--- config.mk ---
export PLATFORM = sky130hd
export DESIGN_NAME = protect_seq_ctrl
export DESIGN_NICKNAME = d
export VERILOG_FILES = /design/src/rtl/protect_seq_pkg.sv /design/src/rtl/seq_left_counter.sv /design/src/rtl/seq_mode_reg.sv /design/src/rtl/seq_drain_timer.sv /design/src/rtl/protect_seq_ctrl.sv
export SDC_FILE = /design/constraint.sdc
export NUM_CORES = 1
export LEC_CHECK = 0
export BUFFER_PORTS_ARGS = -buffer_cell sky130_fd_sc_hd__buf_4
export CORE_AREA = 2 2 39 41
export CTS_CLUSTER_DIAMETER = 40
export DETAILED_ROUTE_END_ITERATION = 6
export DIE_AREA = 0 0 41 43
export GPL_ROUTABILITY_DRIVEN = 0
export REMOVE_ABC_BUFFERS = 1
export SLEW_MARGIN = 20
export SYNTH_ARGS = -nofsm -noshare
export SYNTH_HDL_FRONTEND = slang
export SYNTH_SLANG_ARGS = --single-unit
--- constraint.sdc ---
create_clock -name clk_i -period 1.07 [get_ports clk_i]
set_input_delay 0.1605 -clock clk_i [delete_from_list [all_inputs] [get_ports clk_i]]
set_output_delay 0.1605 -clock clk_i [all_outputs]
set_load 0.01 [all_outputs]
--- src/rtl/protect_seq_pkg.sv ---
// Package for the protected sequence controller.
// Holds the prefix kind codes and the helper that decides whether a kind
// sends register accesses to the extended space.
package protect_seq_pkg;

    typedef enum logic [2:0] {
        SEQ_PLAIN      = 3'd0,
        SEQ_XREG       = 3'd1,
        SEQ_PAGE       = 3'd2,
        SEQ_PAGE_XREG  = 3'd3,
        SEQ_SEG        = 3'd4,
        SEQ_SEG_XREG   = 3'd5
    } seq_kind_e;

    // True for kinds that redirect register-space accesses.
    function automatic logic kind_redirects(input logic [2:0] kind);
        return (kind == SEQ_XREG) || (kind == SEQ_PAGE_XREG) || (kind == SEQ_SEG_XREG);
    endfunction

endpackage

--- src/rtl/seq_left_counter.sv ---
// Counter of the protected instructions still to retire.
// It assumes that load, dec and clear come from the top with clear
// taking priority and load only ever used while the count is zero.
module seq_left_counter #(
    parameter int LEFT_W = 3
) (
    input  logic              clk_i,
    input  logic              rst_n_i,
    input  logic              clear_i,
    input  logic              load_i,
    input  logic [LEFT_W-1:0] load_val_i,
    input  logic              dec_i,
    output logic [LEFT_W-1:0] left_o,
    output logic              nonzero_o
);

    logic [LEFT_W-1:0] left_q;

    // Updates the count: reset and trap clear it, a prefix loads it, a retire decrements it.
    always_ff @(posedge clk_i) begin
        if (!rst_n_i) begin
            left_q <= '0;
        end else if (clear_i) begin
            left_q <= '0;
        end else if (load_i) begin
            left_q <= load_val_i;
        end else if (dec_i && (left_q != '0)) begin
            left_q <= left_q - LEFT_W'(1);
        end
    end

    assign left_o    = left_q;
    assign nonzero_o = (left_q != '0);

endmodule

--- src/rtl/seq_mode_reg.sv ---
// Holds the redirect mode of the open run.
// It assumes that the top gates the stored flag with the active state, so
// the flag need not be cleared when a run ends on its own.
module seq_mode_reg (
    input  logic       clk_i,
    input  logic       rst_n_i,
    input  logic       clear_i,
    input  logic       load_i,
    input  logic [2:0] kind_i,
    output logic       redirect_o
);

    import protect_seq_pkg::*;

    logic redirect_q;

    // Captures the kind's redirect property when a run opens and drops it on a trap.
    always_ff @(posedge clk_i) begin
        if (!rst_n_i) begin
            redirect_q <= 1'b0;
        end else if (clear_i) begin
            redirect_q <= 1'b0;
        end else if (load_i) begin
            redirect_q <= kind_redirects(kind_i);
        end
    end

    assign redirect_o = redirect_q;

endmodule

--- src/rtl/seq_drain_timer.sv ---
// Issue hold timer that lets earlier writes settle before the first
// protected instruction issues. It assumes DRAIN_CYC is at least 1.
module seq_drain_timer #(
    parameter int DRAIN_CYC = 2
) (
    input  logic clk_i,
    input  logic rst_n_i,
    input  logic clear_i,
    input  logic start_i,
    output logic hold_o
);

    localparam int HW = $clog2(DRAIN_CYC + 1);

    logic [HW-1:0] left_q;

    // Loads the drain length on a run opening and counts it down to zero.
    always_ff @(posedge clk_i) begin
        if (!rst_n_i) begin
            left_q <= '0;
        end else if (clear_i) begin
            left_q <= '0;
        end else if (start_i) begin
            left_q <= HW'(DRAIN_CYC);
        end else if (left_q != '0) begin
            left_q <= left_q - HW'(1);
        end
    end

    assign hold_o = (left_q != '0);

endmodule

--- src/rtl/protect_seq_ctrl.sv ---
// Protected sequence controller, the top level.
// It opens a run when a prefix retires with no run open, counts retires
// down to the end of the run, blocks injection while the run is open and
// redirects register accesses for redirect kinds. It assumes that at most
// one instruction retires per cycle and that trap_i marks a taken exception.
module protect_seq_ctrl #(
    parameter int CNT_W     = 2,
    parameter int DRAIN_CYC = 2
) (
    input  logic             clk_i,
    input  logic             rst_n_i,
    input  logic             retire_i,
    input  logic             pfx_i,
    input  logic [CNT_W-1:0] pfx_count_i,
    input  logic [2:0]       pfx_kind_i,
    input  logic             trap_i,
    input  logic             sfr_access_i,
    output logic             active_o,
    output logic             block_inject_o,
    output logic             esfr_sel_o,
    output logic             issue_hold_o
);

    localparam int LEFT_W = CNT_W + 1;

    logic              seq_open;
    logic              seq_start;
    logic              seq_dec;
    logic [LEFT_W-1:0] seq_left;
    logic [LEFT_W-1:0] seq_load_val;
    logic              seq_redirect;

    // Decodes the run opening and the per-retire step from the strobes.
    always_comb begin
        seq_start    = retire_i && pfx_i && !seq_open && !trap_i;
        seq_dec      = retire_i && seq_open && !trap_i;
        seq_load_val = {1'b0, pfx_count_i} + LEFT_W'(1);
    end

    seq_left_counter #(
        .LEFT_W(LEFT_W)
    ) u_count (
        .clk_i      (clk_i),
        .rst_n_i    (rst_n_i),
        .clear_i    (trap_i),
        .load_i     (seq_start),
        .load_val_i (seq_load_val),
        .dec_i      (seq_dec),
        .left_o     (seq_left),
        .nonzero_o  (seq_open)
    );

    seq_mode_reg u_mode (
        .clk_i      (clk_i),
        .rst_n_i    (rst_n_i),
        .clear_i    (trap_i),
        .load_i     (seq_start),
        .kind_i     (pfx_kind_i),
        .redirect_o (seq_redirect)
    );

    seq_drain_timer #(
        .DRAIN_CYC(DRAIN_CYC)
    ) u_drain (
        .clk_i   (clk_i),
        .rst_n_i (rst_n_i),
        .clear_i (trap_i),
        .start_i (seq_start),
        .hold_o  (issue_hold_o)
    );

    // Drives the run outputs from the registered run state.
    always_comb begin
        active_o       = seq_open;
        block_inject_o = seq_open;
        esfr_sel_o     = seq_open && seq_redirect && sfr_access_i;
    end

endmodule

# Word level (Yosys, flattened, before mapping)
# Index checks and enable logic that the tools add are counted.
# op_classes
n_addsub,3
n_reduce_logical,18
eq_ne,3
n_mux,4
bitwise_logic,1
# ops
operator,count
$logic_and A1 B1 Y1,8
$mux W3,2
$reduce_bool A2 Y1,3
$mux W2,2
$add A2 B1 Y3 const B,1
$eq A3 B1 Y1 const B,1
$eq A3 B2 Y1 const B,1
$eq A3 B3 Y1 const B,1
$reduce_bool A3 Y1,1
$reduce_or A3 Y1,1
$sub A3 B1 Y3 const B,1
$logic_not A1 Y1,2
$logic_or A1 B1 Y1,2
$reduce_or A2 Y1,1
$sub A2 B1 Y2 const B,1
$not A1 Y1,1
# totals
ff_bits,6
word_cells,33
input_bits,11
output_inout_bits,4

# Longest topological paths before layout
# Gate-level depths: netlist of run 1.
# logic_depth
word_depth,6
ltp_mapped,7
depth_no_buf,7

# Hierarchy
# A second synthesis of run 1 with hierarchy kept.
# unflattened
hier_cells,40
hier_area_um2,400.4
# modules_own_cells
module,seq_area_each_um2,area_each_um2,instances,cells_per_inst
seq_left_counter,60.1,205.2,1,22
seq_drain_timer,40.0,92.6,1,7
protect_seq_ctrl,0.0,53.8,1,6
seq_mode_reg,20.0,48.8,1,5

# Worst setup path after synthesis of run 1
# No wires, ideal clock.
# synth_path
path_type,register to register
start,"register u_count.left_q[0], in the netlist u_count.left_o[0]"
end,"register u_count.left_q[2], in the netlist u_count.left_o[2]"
n_path_buf,0
slack_ns,-0.104
synth_period_minus_slack_ns,1.174
setup_ns,0.127
required_time_ns,0.943
stages_incl_launch_ff,7
t_arrival_ns,1.047
cell_sequence,dfxtp_1 inv_1 ha_1 nor2b_4 nand3_2 mux2i_1 o32ai_1
# synth_between
elab_chain_cells,5
elab_cells_between_ends,11
classes_between,add/sub: 1; mux: 2; reduce/logical: 8
# synth_lines
item,line,source
"start, declared",seq_left_counter.sv:17,logic [LEFT_W-1:0] left_q;
"start signal, assigned",seq_left_counter.sv:26,left_q <= load_val_i;
"start signal, assigned",seq_left_counter.sv:28,left_q <= left_q - LEFT_W'(1);
branches (longest 5 deep; another with $sub A3 B1 Y3),n/a,
# Parallel ways; which one is timed is not known. The select of a mux whose other input is x is not followed.
# A chain may end at the register's enable or synchronous reset.

# Worst setup path in the final report of run 1
# layout_path
start,"register u_count.left_q[1], in the netlist u_count.left_o[1]"
end,output port esfr_sel_o
# layout_between
elab_chain_cells,3
# layout_lines
item,line,source
$reduce_bool A3 Y1,seq_left_counter.sv:33,assign nonzero_o = (left_q != '0);
$logic_and A1 B1 Y1 (2 in series),protect_seq_ctrl.sv:76,esfr_sel_o = seq_open && seq_redirect && sfr_access_i;
"end, declared",protect_seq_ctrl.sv:20,"output logic esfr_sel_o,"
# Every way passes these cells.

==> results of run 1 <==
[flip-flops by register name, indices dropped and copies added (netlist names)]
| name | flops |
|---|---|
| u_drain.left_q | 2 |
| u_mode.redirect_o | 1 |
| u_count.left_o | 3 |
[power by group through the flow]
stage	Combinational, mW	Sequential [mW]	Clock, mW
finish	0.165	0.233	0.214
global route	0.180	0.233	0.247
detailed placement	0.124	0.236	0
floorplan	0.0598	0.236	0
CTS	0.155	0.233	0.216
global placement	0.122	0.236	0
[cells by family after synthesis]
group	Yosys count
AND/OR/NAND/NOR	13
AO/OA/AOI/OAI	9
XOR/XNOR	1
flip-flops	6
multiplexers	3
buffers and inverters	7
adder cells (fa/ha/maj)	3
[cell usage in the layout, fill, tap and decap left out, drive strengths merged, types with 2 or more instances in the layout]
cell / synthesis / routed
dfxtp: 6 / 6
mux2i: 3 / 3
nand2: 4 / 4
ha: 3 / 3
a21oi: 2 / 2
nor2: 2 / 2
clkbuf: 0 / 3
inv: 6 / 6
o21ai: 2 / 2
buf: 1 / 27
[worst max path at each step]
stage	slack, ns	to	startpoint	depth (start not counted)
after detailed placement	-0.18	esfr_sel_o	u_count.left_o[0]	6
after global placement	-0.18	esfr_sel_o	u_count.left_o[0]	6
after floorplan	-0.12	esfr_sel_o	u_count.left_o[0]	5
after CTS	-0.30	esfr_sel_o	u_count.left_o[1]	6
final	-0.31	esfr_sel_o	u_count.left_o[1]	6
after global routing	-0.38	esfr_sel_o	u_count.left_o[1]	6
[timing repair]
action,in CTS,in global routing
setup buffers,7,3
pin swaps,8,7
setup endpoints to repair,10,10
hold buffers,0,0
gates resized for setup,18,2
[layout make-up]
cell class	instances	area, um2	area share [%]
clock buffers	3	22.52	3.297
repair buffers	27	217.7	31.87
inverters	6	22.52	3.297
multi-input cells	29	275.3	40.29
well taps	16	20.02	2.930
flip-flops and latches	6	125.1	18.32
[per-layer routing]
metal	GRT usage [%]	wire length, um	up-vias
li1	-	-	203
met1	16.13	413	202
met2	24.69	622	20
met3	7.330	53	10
met4	6.000	44	0
met5	0	0	-
[critical path: cells and delay by family (launching register included)]
kind | cells | cell delay (ns)
AND/OR/NAND/NOR | 2 | 0.30
flip-flops | 1 | 0.33
buffers and inverters | 3 | 0.21
adder cells (fa/ha/maj) | 1 | 0.15
==> qor.yml, run 1 <==
timing:
  fin_ws_ns: -0.3142
  fmax_ghz: 0.7224
  slew_viol_final: 0
  hold_violations: 0
  worst_slew_pin_slew_ns: 0.2050
  whs_ns: 0.1221
  finalSetupViolations: 10
  finalSetupTns_ns: -1.982
  max_slew_margin_pct: 86.24
  clock_skew_ns: 0.01404
  post-route-period-util_pct: 129.4
  rsz0062_at_grt: "true"
  min_period_ns: 1.384
synthesis:
  ys.flop_type: "dfxtp_1"
  synth_mux_area_share_pct: 8.027
  synth_fa_ha_area_share_pct: 10.03
  synth_top_family_by_area: "simple AND/OR/NAND/NOR gates"
  synthTopCellsByArea: "dfxtp_1 32%, ha_1 10%, mux2i_1 8.0%, inv_1 5.0%, nand2_1 4.0%"
  synth.most_common_cell: "dfxtp_1"
  ys_seq_area_share_pct: 32.11
  synth_edf_count: 0
  synthXorXnorAreaFrac_pct: 2.341
  synth-simple-area-share_pct: 23.41
  synth_top_area_share_pct: 32.11
  async_flop_share_pct: 0
  synth-compound-area-share_pct: 16.05
  avgSynthCellArea_um2: 8.907
  syn-cell-area_um2: 374.1
  synth.distinct_cells: 23
  synth_area_leader_cell: "dfxtp_1"
  yosysWarningCount: 0
  synth_common_cells: "6 x dfxtp_1, 5 x inv_1, 4 x nand2_1, 3 x ha_1, 3 x mux2i_1"
  ys_ff_latch: 6
  synth_cells: 42
placed_design:
  dpl_cell_area_um2: 529.3
  placed_cells: 76
  place_ws_ns: -0.1791
  io_buffers: 14
  dpl.hpwl_um: 661.9
final_layout:
  drive_gt1_share_pct: 67.61
  stdcell_area_um2: 683.2
  post-route-util_pct: 49.37
  area_delta_synth_final_pct: 82.61
  antenna_cells: 0
  nFillCells: 123
  final_cells: 87
  nets: 87
power:
  p_clk_share_pct: 34.9
  peakVddDrop_uv: 539.2
  p_int_mw: 0.4502
  share_comb_of_total_power_pct: 27.0
  power_density_nw_per_um2: 896.1
  swShare_pct: 26.46
  pwr-share-seq_pct: 38.1
  leakagePower_nw: 0.3377
  power_mw: 0.6122
  p_sw_mw: 0.1620
route:
  drc_errors: 0
  firstDrtPassIters: 4
  wl_per_cell_um: 13.02
  viasPerCell: 5.000
  num_vias: 435
  routed_wl_mm: 1.133
  ant_nets: 0
  drt_iter0_drc: 5
global_routing:
  grt_start_max_net_pins: 7
  track_usage_pct: 15.28
  antenna_found_initial: 0
  first_global_vias: 456
  grt_overflow: 0
  grt_pass1_wl_mm: 1.780
die:
  core_area_um2: 1384
  chipHeight_um: 43
  die_area_um2: 1763
  fp.dieW_um: 41
  io_pins: 15
  num_rows: 14
  start_util_pct: 27.03
critical_path:
  slowest_delay_ns: 0.33
  required_ns: 0.91
  reg2regPathDepth: 7
  arrival_ns: 1.22
  r2r-end: "u_count.left_o[1]"
  critPathMostFrequentCell: "inv_2"
  rrSetupSlack_ns: -0.24
  r2r-start: "u_count.left_o[1]"
  path_max_fanout: 3
  cp-start-kind: "flip-flop"
  critical_path_class: "reg -> out"
  critPathSlowestCell: "dfxtp_2"
  end_kind: "primary output"
  crit_chain: "inv_2 > ha_4 > nor2b_4 > inv_2 > and3_4 > buf_6"
run_status:
  status: "finished, violations left"
  violations: "negative setup slack"
clock_tree:
  cts_made_buffers: 3
  clk_pin_slew_ns: 0.05
  clock_latency_ns: 0.25
  cts-root-buf: "clkbuf_4"
  clk_path_buf_depth: 2
  htree_levels: 1
  cts_tree: "done"
  clock_sinks: 6
worst_hold_path:
  min_from: "retire_i"
  holdPathEnd: "u_count.left_o[2]"
  min_path_type: "in -> reg"
  holdPathStages: 2
flow_run:
  drv_cap: 0
Note: power is estimated with default switching activity, not from simulation.
==> run 2, diff against run 1 <==
--- a/config.mk
+++ b/config.mk
@@ -11,6 +11,7 @@
 export DETAILED_ROUTE_END_ITERATION = 6
 export DIE_AREA = 0 0 41 43
 export GPL_ROUTABILITY_DRIVEN = 0
+export PLACE_DENSITY = 0.59
 export REMOVE_ABC_BUFFERS = 1
 export SLEW_MARGIN = 20
 export SYNTH_ARGS = -nofsm -noshare
==> qor.yml, run 2 (synthesis results as in run 1) <==
run_status:
  status: "finished, violations left"
  violations: "negative setup slack"
timing:
  clock_skew_ns: 0.006343  # -0.007700 ns
  rsz0062_at_grt: "true"
  finalSetupViolations: 10  # unchanged
  post-route-period-util_pct: 130.7  # +1.3 points
  hold_violations: 0  # unchanged
  fin_ws_ns: -0.3281  # -0.01394 ns
  max_slew_margin_pct: 86.86  # +0.62 points
  worst_slew_pin_slew_ns: 0.1958  # -0.009192 ns
  fmax_ghz: 0.7152  # -1.0%
  slew_viol_final: 0  # unchanged
  min_period_ns: 1.398  # +0.01394 ns
final_layout:
  layout_common_cells: "20 x buf_4, 4 x nand2_1, 4 x buf_6, 4 x dfxtp_2"
  drive_gt1_share_pct: 63.24  # -4.4 points
  final_cells: 84  # -3.4%
  multi_input_area_um2: 267.8  # -2.7%
  post-route-util_pct: 47.20  # -2.2 points
  area_delta_synth_final_pct: 74.58
  largest_register_ffs: 3  # unchanged
  antenna_cells: 0  # unchanged
  seqCellArea_um2: 125.1  # unchanged
  layout_commonest_cell: "buf_4"
  nFillCells: 139  # +13%
  nets: 84  # -3.4%
power:
  power_mw: 0.5968  # -2.5%
  leakagePower_nw: 0.3234  # -4.3%
  power_density_nw_per_um2: 913.7  # +2.0%
  peakVddDrop_uv: 573.0  # +6.3%
clock_tree:
  cts_made_buffers: 3  # unchanged
  clock_latency_ns: 0.25  # about the same
  htree_levels: 1  # unchanged
  clk_pin_slew_ns: 0.05  # about the same
  cts.hold.buffers_added: 0  # unchanged
  cts-root-buf: "clkbuf_4"
  cts_tree: "done"
  clk_path_buf_depth: 2  # unchanged
  clock_sinks: 6  # unchanged
route:
  ant_nets: 0  # unchanged
  dr_wl_met2_um: 532  # -14%
  drc_errors: 0  # unchanged
  viasPerCell: 4.667  # -6.7%
  wl_met3_um: 86  # +62%
  firstDrtPassIters: 4  # unchanged
  drt-met1-wl_um: 367  # -11%
  num_vias: 392  # -9.9%
  drt_iter0_drc: 7  # +2
  wl_per_cell_um: 11.74  # -9.9%
  routed_wl_um: 986  # -13%
  dr.max_layer_used: "met3"
die:
  num_rows: 14  # unchanged
  core_area_um2: 1384  # unchanged
  die_area_um2: 1763  # unchanged
  start_util_pct: 27.03  # unchanged
  chipHeight_um: 43  # unchanged
  io_pins: 15  # unchanged
  fp.dieW_um: 41  # unchanged
worst_hold_path:
  min_path_type: "in -> reg"
global_routing:
  track_usage_pct: 14.00  # -1.3 points
  grt_pass1_wl_mm: 1.642  # -7.8%
  antenna_found_initial: 0  # unchanged
  grt_start_max_net_pins: 7  # unchanged
  grt_overflow: 0  # unchanged
  first_global_vias: 401  # -12%
placed_design:
  dpl.hpwl_um: 656.2  # -0.86%
  placed_cells: 76  # unchanged
  io_buffers: 14  # unchanged
critical_path:
  critPathCapture: "esfr_sel_o"
  r2r-start: "u_count.left_o[0]"
  critical_path_class: "reg -> out"
  cp-start-kind: "flip-flop"
  arrival_ns: 1.24  # +0.02 ns
  r2r-end: "u_count.left_o[2]"
  startpoint: "u_count.left_o[0]"
  reg2regPathDepth: 7  # unchanged
  rrSetupSlack_ns: -0.21  # +0.03 ns
  end_kind: "primary output"
  path_max_fanout: 3  # unchanged
  required_ns: 0.91  # about the same
flow_run:
  drv_cap: 0  # unchanged
==> run 2: cell count changes in the layout (fill, tap and decap cells not counted) <==
| cell | previous run | this run |
|---|---|---|
| a21oi_2 | 1 | 0 |
| o21ai_1 | 0 | 1 |
| buf_4 | 23 | 20 |
| o21ai_2 | 2 | 1 |
| a21oi_1 | 1 | 2 |
==> run 2: layer usage <==
layer	GRT usage, %	vias to the layer above
met3	7.853	0
met5	0	-
met2	21.25	12
met1	16.23	184
li1	-	196
met4	4.000	0
==> run 2: worst max-delay path, stage by stage, from the launching register on <==
cell and delay, ns:
dfxtp_2 0.31, inv_2 0.08, ha_4 0.13, nor2b_4 0.15
inv_2 0.05, and3_4 0.16, buf_6 0.11
==> run 2: how the worst min path moves through the flow <==
stage | start | endpoint | slack, ns | cells past startpoint
after CTS | retire_i | u_count.left_o[2] | 0.12 | 2
after floorplan | retire_i | u_count.left_o[2] | 0.28 | 1
after global placement | retire_i | u_count.left_o[2] | 0.39 | 2
after detailed placement | retire_i | u_count.left_o[2] | 0.39 | 2
final | retire_i | u_count.left_o[2] | 0.13 | 2
after global routing | retire_i | u_count.left_o[2] | 0.14 | 2
==> run 2: through the flow <==
stage | cell area, um2 | TNS [ns] | hold WS (ns) | setup WS (ns)
3_3_place_gp | 529.3 | -0.9786 | 0.3884 | -0.1729
6_report | 653.1 | -1.856 | 0.1315 | -0.3281
4_1_cts | 643.1 | -1.759 | 0.1229 | -0.3176
5_1_grt | 653.1 | -2.436 | 0.1375 | -0.3730
3_5_place_dp | 529.3 | -1.218 | 0.3886 | -0.2077
2_1_floorplan | 366.6 | -0.4930 | 0.2762 | -0.1196
==> run 2: timing repair <==
action,4_1_cts,5_1_grt
buffers inserted,6,0
gates resized for setup,17,1
cloned,0,0
pin swaps,5,2
endpoints found under the setup margin,10,10
==> run 2: final cells by class <==
class                      count  area share (%)
sequential                     6           19.16
multi-input combinational     29           41.00
tap                           16           3.065
clock buffer                   3           3.448
timing repair buffer          24           29.89
inverter                       6           3.448
==> run 2: power breakdown <==
part	leakage [nW]	total, mW	switching, mW	internal, mW
combinational	0.259	0.155	0.0650	0.0901
sequential	0.0505	0.233	0.00365	0.229
clock	0.0138	0.209	0.0817	0.127
==> run 3, diff against run 2 <==
--- a/config.mk
+++ b/config.mk
@@ -12,7 +12,6 @@
 export DIE_AREA = 0 0 41 43
 export GPL_ROUTABILITY_DRIVEN = 0
 export PLACE_DENSITY = 0.59
-export REMOVE_ABC_BUFFERS = 1
 export SLEW_MARGIN = 20
 export SYNTH_ARGS = -nofsm -noshare
 export SYNTH_HDL_FRONTEND = slang
==> qor.yml, run 3 (synthesis results as in run 1) <==
power:
  power_density_nw_per_um2: 937.2  # +2.6%
  leakagePower_nw: 0.3242  # +0.24%
  power_mw: 0.6039  # +1.2%
  peakVddDrop_uv: 661.8  # +15%
final_layout:
  layout_common_cells: "20 x buf_4, 4 x nand2_1, 4 x buf_6, 4 x dfxtp_2"
  stdcell_area_um2: 644.4  # -1.3%
  layout_commonest_cell: "buf_4"
  largest_register_ffs: 3  # unchanged
  final_cells: 84  # unchanged
  drive_gt1_share_pct: 63.24  # unchanged
  area_delta_synth_final_pct: 72.24
  antenna_cells: 0  # unchanged
  post-route-util_pct: 46.56  # -0.63 points
  nets: 84  # unchanged
die:
  fp.dieW_um: 41  # unchanged
  chipHeight_um: 43  # unchanged
  core_area_um2: 1384  # unchanged
  io_pins: 15  # unchanged
  start_util_pct: 27.03  # unchanged
  die_area_um2: 1763  # unchanged
  num_rows: 14  # unchanged
critical_path:
  arrival_ns: 1.23  # about the same
  crit_chain: "inv_2 > ha_4 > nor2b_4 > inv_2 > and3_4 > buf_6"
  critical_path_class: "reg -> out"
  cp-start-kind: "flip-flop"
  slowest_delay_ns: 0.33  # +0.02 ns
  end_kind: "primary output"
  critPathMostFrequentCell: "inv_2"
  critPathSlowestCell: "dfxtp_2"
  required_ns: 0.91  # about the same
  path_max_fanout: 4  # +1
route:
  wl_per_cell_um: 11.37  # -3.1%
  drt-met1-wl_um: 384  # +4.6%
  ant_nets: 0  # unchanged
  num_vias: 395  # +0.77%
  drt_iter0_drc: 4  # -3
  dr.max_layer_used: "met4"
  viasPerCell: 4.702  # +0.77%
  wl_met3_um: 56  # -35%
  firstDrtPassIters: 4  # unchanged
  drc_errors: 0  # unchanged
  routed_wl_um: 955  # -3.1%
  dr_wl_met2_um: 503  # -5.5%
clock_tree:
  clock_sinks: 6  # unchanged
  clock_latency_ns: 0.25  # about the same
  cts-root-buf: "clkbuf_4"
  cts_tree: "done"
  htree_levels: 1  # unchanged
  cts_made_buffers: 3  # unchanged
  clk_path_buf_depth: 2  # unchanged
  clk_pin_slew_ns: 0.05  # about the same
  cts.hold.buffers_added: 0  # unchanged
timing:
  fmax_ghz: 0.7180  # +0.38%
  worst_slew_pin_slew_ns: 0.2113  # +0.01548 ns
  min_period_ns: 1.393  # -0.005357 ns
  fin_ws_ns: -0.3228  # +0.005357 ns
  slew_viol_final: 0  # unchanged
  post-route-period-util_pct: 130.2  # -0.50 points
  hold_violations: 0  # unchanged
  max_slew_margin_pct: 85.82  # -1.0 points
  clock_skew_ns: 0.007774  # +0.001432 ns
  rsz0062_at_grt: "true"
  finalSetupViolations: 9  # -1
placed_design:
  dpl_cell_area_um2: 556.8  # +5.2%
  placed_cells: 77  # +1.3%
  dpl.hpwl_um: 685.3  # +4.4%
  io_buffers: 14  # unchanged
  place_ws_ns: -0.1610  # +0.04678 ns
run_status:
  status: "finished, violations left"
  violations: "negative setup slack"
global_routing:
  grt_start_max_net_pins: 7  # unchanged
  first_global_vias: 378  # -5.7%
  antenna_found_initial: 0  # unchanged
  grt_overflow: 0  # unchanged
  track_usage_pct: 13.91  # -0.087 points
  grt_pass1_wl_mm: 1.587  # -3.3%
worst_hold_path:
  min_path_type: "in -> reg"
synthesis:
  syn_nets: 56
flow_run:
  drv_cap: 0  # unchanged
[run 3: cell counts in the layout (fill, tap and decap cells not counted)]
No cell type changed its count.
[run 3: metal layers]
| metal | track usage, % | vias to the layer above |
|---|---|---|
| li1 | - | 195 |
| met4 | 6.000 | 0 |
| met3 | 6.283 | 2 |
| met2 | 20.63 | 10 |
| met5 | 0 | - |
| met1 | 16.61 | 188 |
[run 3: power by group]
part | switching [mW] | internal, mW | total [mW]
Combinational | 0.0646 | 0.0915 | 0.156
Clock | 0.0876 | 0.127 | 0.215
Sequential | 0.00381 | 0.229 | 0.233
Total | 0.156 | 0.448 | 0.604
[run 3: timing repair]
| item | CTS | global route |
|---|---|---|
| endpoints found under the setup margin | 10 | 10 |
| gates cloned | 0 | 0 |
| resized for setup | 11 | 0 |
| setup buffers | 5 | 0 |
| pin swaps | 5 | 2 |
[run 3: path summary, 6_finish.rpt]
path | slack [ns] | end | from | cells after the start
setup reg to reg | -0.22 | u_count.left_o[2] | u_count.left_o[1] | 7
setup / recovery | -0.32 | esfr_sel_o | u_count.left_o[1] | 6
hold reg to reg | 0.49 | u_drain.left_q[1] | u_drain.left_q[1] | 2
hold / removal | 0.14 | u_count.left_o[2] | retire_i | 2
[run 3: metrics by stage]
stage / TNS, ns / hold slack [ns]
finish: -1.795 / 0.1409
global route: -2.400 / 0.1428
CTS: -2.229 / 0.1375
detailed placement: -0.9270 / 0.3938
global placement: -0.6945 / 0.3899
floorplan: -0.1315 / 0.2762
[run 3: critical path: cells and delay by family, from the launching register on]
family / cells / cell delay, ns
and+or+nand+nor: 2 / 0.30
adders and majority gates: 1 / 0.14
DFF: 1 / 0.33
buffers and inverters: 3 / 0.21
[run 3: cell type report]
class / instances / area (um2)
clock buffer: 3 / 22.52
fill: 138 / 739.5
inverter: 6 / 22.52
multi-input combinational: 29 / 259.0
sequential: 6 / 125.1
tap: 16 / 20.02
timing repair buffer: 24 / 195.2
